**src/rtl/gpio_pkg.sv**
```systemverilog
package gpio_pkg;
   localparam int ADDR_W = 3;

   typedef enum logic [ADDR_W-1:0] {
      REG_DATA  = 3'd0,
      REG_DIR   = 3'd1,
      REG_PEN   = 3'd2,
      REG_PSEL  = 3'd3,
      REG_SET   = 3'd4,
      REG_CLR   = 3'd5,
      REG_TGL   = 3'd6,
      REG_NONE  = 3'd7
   } gpio_reg_e;
endpackage

```
**src/rtl/gpio_in_sync.sv**
```systemverilog
module gpio_in_sync #(
   parameter int W      = 16,
   parameter int STAGES = 2
) (
   input  logic         clk,
   input  logic         rst_n,
   input  logic         tick,
   input  logic [W-1:0] pins,
   output logic [W-1:0] in_lat
);
   logic [W-1:0] stg [STAGES];

   for (genvar s = 0; s < STAGES; s++) begin : g_stage
      if (s == 0) begin : g_first
         always_ff @(posedge clk or negedge rst_n)
            if (!rst_n) stg[0] <= '0;
            else        stg[0] <= pins;
      end else begin : g_next
         always_ff @(posedge clk or negedge rst_n)
            if (!rst_n) stg[s] <= '0;
            else        stg[s] <= stg[s-1];
      end
   end

   always_ff @(posedge clk or negedge rst_n)
      if (!rst_n)    in_lat <= '0;
      else if (tick) in_lat <= stg[STAGES-1];
endmodule

```
**src/rtl/gpio_view.sv**
```systemverilog
module gpio_view
   import gpio_pkg::*;
#(
   parameter int W = 16
) (
   input  logic [ADDR_W-1:0] addr,
   input  logic [W-1:0]      out_lat,
   input  logic [W-1:0]      in_lat,
   input  logic [W-1:0]      dir,
   input  logic [W-1:0]      pen,
   input  logic [W-1:0]      psel,
   output logic [W-1:0]      pin_view,
   output logic [W-1:0]      rdata
);
   always_comb begin
      for (int i = 0; i < W; i++)
         pin_view[i] = dir[i] ? out_lat[i] : in_lat[i];
   end

   always_comb begin
      unique case (gpio_reg_e'(addr))
         REG_DATA: rdata = pin_view;
         REG_DIR:  rdata = dir;
         REG_PEN:  rdata = pen;
         REG_PSEL: rdata = psel;
         default:  rdata = '0;
      endcase
   end
endmodule

```
**src/rtl/gpio_regs.sv**
```systemverilog
module gpio_regs
   import gpio_pkg::*;
#(
   parameter int W    = 16,
   parameter int BE_W = 2
) (
   input  logic              clk,
   input  logic              rst_n,
   input  logic              we,
   input  logic [ADDR_W-1:0] addr,
   input  logic [W-1:0]      wdata,
   input  logic [BE_W-1:0]   be,
   input  logic [W-1:0]      pin_view,
   output logic [W-1:0]      out_lat,
   output logic [W-1:0]      dir,
   output logic [W-1:0]      pen,
   output logic [W-1:0]      psel
);
   logic [W-1:0] lane_mask;
   logic [W-1:0] rmw_val;

   always_comb begin
      for (int i = 0; i < W; i++)
         lane_mask[i] = be[i/8];
   end

   always_comb begin
      unique case (gpio_reg_e'(addr))
         REG_SET: rmw_val = pin_view | wdata;
         REG_CLR: rmw_val = pin_view & ~wdata;
         REG_TGL: rmw_val = pin_view ^ wdata;
         default: rmw_val = wdata;
      endcase
   end

   always_ff @(posedge clk or negedge rst_n) begin
      if (!rst_n) begin
         out_lat <= '0;
         dir     <= '0;
         pen     <= '0;
         psel    <= '0;
      end else if (we) begin
         unique case (gpio_reg_e'(addr))
            REG_DATA, REG_SET, REG_CLR, REG_TGL:
               out_lat <= (out_lat & ~lane_mask) | (rmw_val & lane_mask);
            REG_DIR:  dir  <= (dir  & ~lane_mask) | (wdata & lane_mask);
            REG_PEN:  pen  <= (pen  & ~lane_mask) | (wdata & lane_mask);
            REG_PSEL: psel <= (psel & ~lane_mask) | (wdata & lane_mask);
            default: ;
         endcase
      end
   end
endmodule

```
**src/rtl/gpio_port_ctrl.sv**
```systemverilog
module gpio_port_ctrl
   import gpio_pkg::*;
#(
   parameter int NUM_LINES   = 16,
   parameter int SYNC_STAGES = 2,
   localparam int BE_W       = (NUM_LINES + 7) / 8
) (
   input  logic                 clk,
   input  logic                 rst_n,
   input  logic                 state_tick,
   input  logic                 bus_we,
   input  logic [ADDR_W-1:0]    bus_addr,
   input  logic [NUM_LINES-1:0] bus_wdata,
   input  logic [BE_W-1:0]      bus_be,
   output logic [NUM_LINES-1:0] bus_rdata,
   input  logic [NUM_LINES-1:0] pad_in,
   output logic [NUM_LINES-1:0] pad_out,
   output logic [NUM_LINES-1:0] pad_oe,
   output logic [NUM_LINES-1:0] pad_pull_en,
   output logic [NUM_LINES-1:0] pad_pull_sel
);
   if (NUM_LINES < 1 || NUM_LINES > 16) begin : g_bad_width
      $error("gpio_port_ctrl: NUM_LINES must lie in 1..16");
   end
   if (SYNC_STAGES < 2) begin : g_bad_sync
      $error("gpio_port_ctrl: SYNC_STAGES must be at least 2");
   end

   logic [NUM_LINES-1:0] in_lat;
   logic [NUM_LINES-1:0] out_lat;
   logic [NUM_LINES-1:0] dir;
   logic [NUM_LINES-1:0] pen;
   logic [NUM_LINES-1:0] psel;
   logic [NUM_LINES-1:0] pin_view;

   gpio_in_sync #(.W(NUM_LINES), .STAGES(SYNC_STAGES)) u_sync (
      .clk    (clk),
      .rst_n  (rst_n),
      .tick   (state_tick),
      .pins   (pad_in),
      .in_lat (in_lat)
   );

   gpio_view #(.W(NUM_LINES)) u_view (
      .addr     (bus_addr),
      .out_lat  (out_lat),
      .in_lat   (in_lat),
      .dir      (dir),
      .pen      (pen),
      .psel     (psel),
      .pin_view (pin_view),
      .rdata    (bus_rdata)
   );

   gpio_regs #(.W(NUM_LINES), .BE_W(BE_W)) u_regs (
      .clk      (clk),
      .rst_n    (rst_n),
      .we       (bus_we),
      .addr     (bus_addr),
      .wdata    (bus_wdata),
      .be       (bus_be),
      .pin_view (pin_view),
      .out_lat  (out_lat),
      .dir      (dir),
      .pen      (pen),
      .psel     (psel)
   );

   assign pad_out      = out_lat;
   assign pad_oe       = dir;
   assign pad_pull_en  = pen & ~dir;
   assign pad_pull_sel = psel;
endmodule

```
**config.mk**
```make
export PLATFORM = sky130hd
export DESIGN_NAME = gpio_port_ctrl
export DESIGN_NICKNAME = d
export VERILOG_FILES = /design/src/rtl/gpio_pkg.sv /design/src/rtl/gpio_in_sync.sv /design/src/rtl/gpio_view.sv /design/src/rtl/gpio_regs.sv /design/src/rtl/gpio_port_ctrl.sv
export SDC_FILE = /design/constraint.sdc
export NUM_CORES = 1
export LEC_CHECK = 0
export CAP_MARGIN = 20
export CORE_MARGIN = 2
export CORE_UTILIZATION = 39
export DETAILED_ROUTE_END_ITERATION = 10
export PLACE_DENSITY = 0.66
export SYNTH_ARGS = -nofsm -noshare
export SYNTH_HDL_FRONTEND = slang
export SYNTH_HIERARCHICAL = 1
export SYNTH_SLANG_ARGS = --single-unit
export TNS_END_PERCENT = 100
```
**constraint.sdc**
```tcl
create_clock -name clk -period 1.7 [get_ports clk]
set_clock_uncertainty 0.15 [all_clocks]
set_input_delay 0.255 -clock clk [delete_from_list [all_inputs] [get_ports clk]]
set_output_delay 0.255 -clock clk [all_outputs]
set_load 0.01 [all_outputs]
```
Yosys cells after proc, flatten, opt, wreduce, memory -nomap -nowiden
Cells that the tools add are included.

word-level totals
  word-level logic and storage cells = 54
  register bits after elaboration = 112
  output and inout port bits = 80
  input bits = 41

cells by class
  reduce and logical (&&, ||, !) cells = 6
  multiplexer cells = 18
  equal/unequal tests = 6
  bitwise operators = 17

operators with widths
  kind                  number
  $and A16 B16 Y16      8
  $or A16 B16 Y16       5
  $pmux W16 S4          1
  $not A16 Y16          3
  $pmux W16 S3          1
  $mux W1               16
  $xor A16 B16 Y16      1
  $eq A3 B3 Y1 const B  3
  $reduce_and A2 Y1     4
  $eq A3 B2 Y1 const B  2
  $reduce_or A4 Y1      1
  $eq A3 B1 Y1 const B  1
  $logic_not A3 Y1      1

Longest topological paths before layout
  depth after elaboration = 5
  gate-level depth with buffers = 7
  mapped depth without buffers = 7

By module
Netlist, hierarchy kept.

modules (own cells, without submodules)
  module          instances  area each (µm²)  cells an instance
  gpio_regs       1          3367.0           298
  gpio_in_sync    1          1450.1           66
  gpio_view       1          845.8            112
  gpio_port_ctrl  1          220.2            16

Worst setup path after synthesis
Ideal clock, no wire load.

  path type = reg2reg
  start point = register with a tool-made name
  end point = register with a tool-made name
  cell stages (with the launch flop) = 8
  buffers on the path = 0
  arrival = 1.567 ns
  period minus slack after synthesis = 1.850 ns
  slack = -0.150 ns
  path through = dfrtp_1 -> mux2_2 -> inv_1 -> ha_1 -> nand2_1 -> o21ai_0 -> a221oi_1 -> o21ai_0

==> summary.md <==
| Metric | Value |
|---|---|
| Status | `finished, violations left` |
| Failing checks | `setup timing` |
| Flop pwr share | `36.2%` |
| CTS tree | `yes` |
| FFs w/ async S/R, synth | `100.0%` |
| TNS Setup | `-4.496 ns` |
| Internal power | `6.485 mW` |
| Number of global-route vias before repair | `5267` |
| Sw Ratio | `31.11%` |
| RSZ-0062 raised after global routing | `true` |
| Relative slew slack | `73.36%` |
| Hold Vio Cnt, Final | `0` |
| Final worst-path cycle share | `117.4%` |
| Mapped Cells | `492` |
| Sequential Area | `2823 um^2` |
| H-tree levels | `3` |
| IO buf count | `120` |
| WS Path Type | `register to output port` |
| Largest family of logic cells by synthesized area | `multiplexers` |
| Post-Route WL | `17.79 mm` |
| Final std cells w/o fill | `959` |
| CP Capture Type | `output port` |
| Post-route ant nets | `0` |
| Simple-gate area share of the yosys netlist | `11.74%` |
| Post-Place Cells | `917` |
| Fin. max-slew vios | `0` |
| Vias per std cell | `5.245` |
| CP Data Arrival Time | `1.59 ns` |
| Setup violations, final | `34` |
| Nets | `843` |
| Comb power frac | `41.4%` |
| CP delay by family, top | `flip-flops` |
| P_leak | `4.462 nW` |
| Synth Area in Adders | `6.806%` |
| Post-layout minimum cycle time | `1.995 ns` |
| DIE AREA | `16080 um^2` |
| First-pass GRT wire length | `27.50 mm` |
| Clock Latency Late Sink | `0.36 ns` |
| PD cells | `996.3 nW/um^2` |
| Syn Area/Cell | `11.96 um^2` |
| Antenna violations before repair | `0` |
| Yosys cell types | `39` |
| Pre-antenna DRT Iters | `7` |
| Worst-Margin Slew | `0.3996 ns` |
| CP cell instances | `or3b_1 > a311oi_2 > buf_2` |
| Slowest-stage cell, CP | `dfrtp_2` |
| Clock power frac | `22.4%` |
| Worst Path Max Fanout | `2` |
| FF+latch count, synth | `112` |
| Top FF cell, synth | `dfrtp_1` |
| Gpl congestion | `0.8115` |
| CTS sink count | `112` |
| Ports | `121` |
| Reg2reg setup slack | `-0.20 ns` |
| DRT iter0 DRCs | `288` |
| Crit start category | `register` |
| DP Worst Slack | `-0.7266 ns` |
| Worst vdd ir | `0.5615 mV` |
| Worst-path clk slew | `0.08 ns` |
| Number of remaining DRC errors | `0` |
| Footprint of the multi-input gates | `3382 um^2` |
| Setup WS post-layout | `-0.2953 ns` |
| Antenna cell count | `0` |
| CP required | `1.29 ns` |
| Post-synth EDFFs | `0` |
| Max incr delay on CP | `0.42 ns` |
| Share of cells above drive strength 1 | `55.35%` |
| Overall power | `9.415 mW` |
| Synth warn | `6` |
| Core area | `14640 um^2` |
| Compound-Gate Fraction of Synth Area | `11.78%` |
| Area delta synth->final | `60.61%` |
| Sw power | `2.929 mW` |
| Filler instances | `1152` |
| CTS Buf Count | `9` |
| Largest net degree at the start of global routing | `40` |
| Detailed-route via count | `5030` |
| DP Wirelength | `12.10 mm` |
| Util after Layout | `64.52%` |
| GRT Overall Usage | `21.82%` |
| Total gr overflow | `0` |
| Post-Synth XOR/XNOR Area | `0%` |
| Mapped Area | `5883 um^2` |
| Die Ht | `126.8 um` |
| CTS Root Cell | `clkbuf_16` |
| Mux contribution to synthesized area | `17.14%` |
| CP Buf/Inv Count | `1` |
| Hold Path Class | `primary input to register` |
| Total of max-cap violations | `0` |
| Placement row count | `44` |
| Starting Density | `40.17%` |
| Fmax | `501.2 MHz` |
| Sequential-to-total area share from yosys stat | `47.64%` |
| Avg WL per Cell | `18.55 um` |
| Die W | `126.8 um` |
| Syn_nets | `565` |
| CTS Buffer Depth | `2` |
## synth_stat cells (all sizes together), types with 7 or more instances
cell	n	area, um^2
dfrtp	112	2803
mux2	80	938.4
o21ai	43	215.2
nand2	38	147.6
inv	36	135.1
ha	32	400.4
nor2b	32	320.3
buf	18	130.1
a222oi	12	120.1
or3b	12	107.6
a211oi	11	82.58
a311oi	11	96.34
nor2	10	60.06
mux2i	7	70.07
## layout by cell type, fill, tap and decap left out, drive strengths merged, types with 2 or more instances in the layout
cell type	netlist	final
o22ai	5	5
o211ai	2	2
clkdlybuf4s50	0	35
mux2	80	80
nand2b	5	5
a211o	2	2
a222oi	12	12
a32oi	2	2
clkbuf	5	22
clkinv	1	3
nand2	38	38
dlymetal6s2s	0	4
a221oi	2	2
inv	36	36
dlygate4sd2	0	39
buf	18	196
mux2i	7	7
o21ai	43	43
a21oi	5	5
nor2	10	10
dfrtp	112	112
clkdlybuf4s15	0	6
a211oi	11	11
ha	32	32
a21o	5	5
nor2b	32	32
or3b	12	12
a311oi	11	11
## final timing paths
check / start / end / cells past startpoint
hold / removal: pad_in[8] / u_sync/stg[24] / 1
setup / recovery: register / bus_rdata[9] / 3
setup reg to reg: register / register / 6
min in group asynchronous: rst_n / u_sync/stg[26] / 2
hold reg to reg: u_sync/stg[16] / u_sync/stg[0] / 0
max in group asynchronous: rst_n / async pin / 3
## power groups by stage
| stage | clock network (mW) | registers (mW) | logic, mW |
|---|---|---|---|
| 6_report | 2.11 | 3.40 | 3.90 |
| 5_1_grt | 2.28 | 3.46 | 4.18 |
| 4_1_cts | 2.15 | 3.39 | 3.59 |
| 3_5_place_dp | 0 | 3.44 | 3.49 |
| 3_3_place_gp | 0 | 3.41 | 3.39 |
| 2_1_floorplan | 0 | 3.64 | 1.32 |
## repair_timing
item,in CTS,in global routing
hold buffers,1,0
setup buffers,16,10
hold endpoints to repair,23,0
endpoints found under the setup margin,140,49
resized for setup,243,97
pin swaps,49,34
## area by class of cell
cell class                      instances  area share [%]
Tap cell                              184           2.436
Clock buffer                           13           2.860
Clock inverter                          3          0.2648
Sequential cell                       112           29.87
Multi-Input combinational cell        320           35.79
Inverter                               37           1.536
Timing Repair Buffer                  290           27.24
## layer usage
metal	routed length, um	share of wire (%)	track usage, %
met1	7571	43	27.68
met2	9061	51	37.22
met3	749	4.2	4.555
met4	410	2.3	7.304
met5	0	0	0
## stage by stage
stage	hold WS [ns]	area, um^2
after floorplan	-0.1906	6005
after global placement	0.05395	8523
after detailed placement	0.05892	8523
after CTS	0.1741	9114
after global routing	0.1658	9449
final	0.1739	9449
## logic make-up after synthesis
family	count (synthesis)
AO/OA/AOI/OAI	101
buffers and inverters	60
multiplexers	87
adder cells (fa/ha/maj)	32
AND/OR/NAND/NOR	100
flip-flops	112
Note: power is estimated with default switching activity, not from simulation.
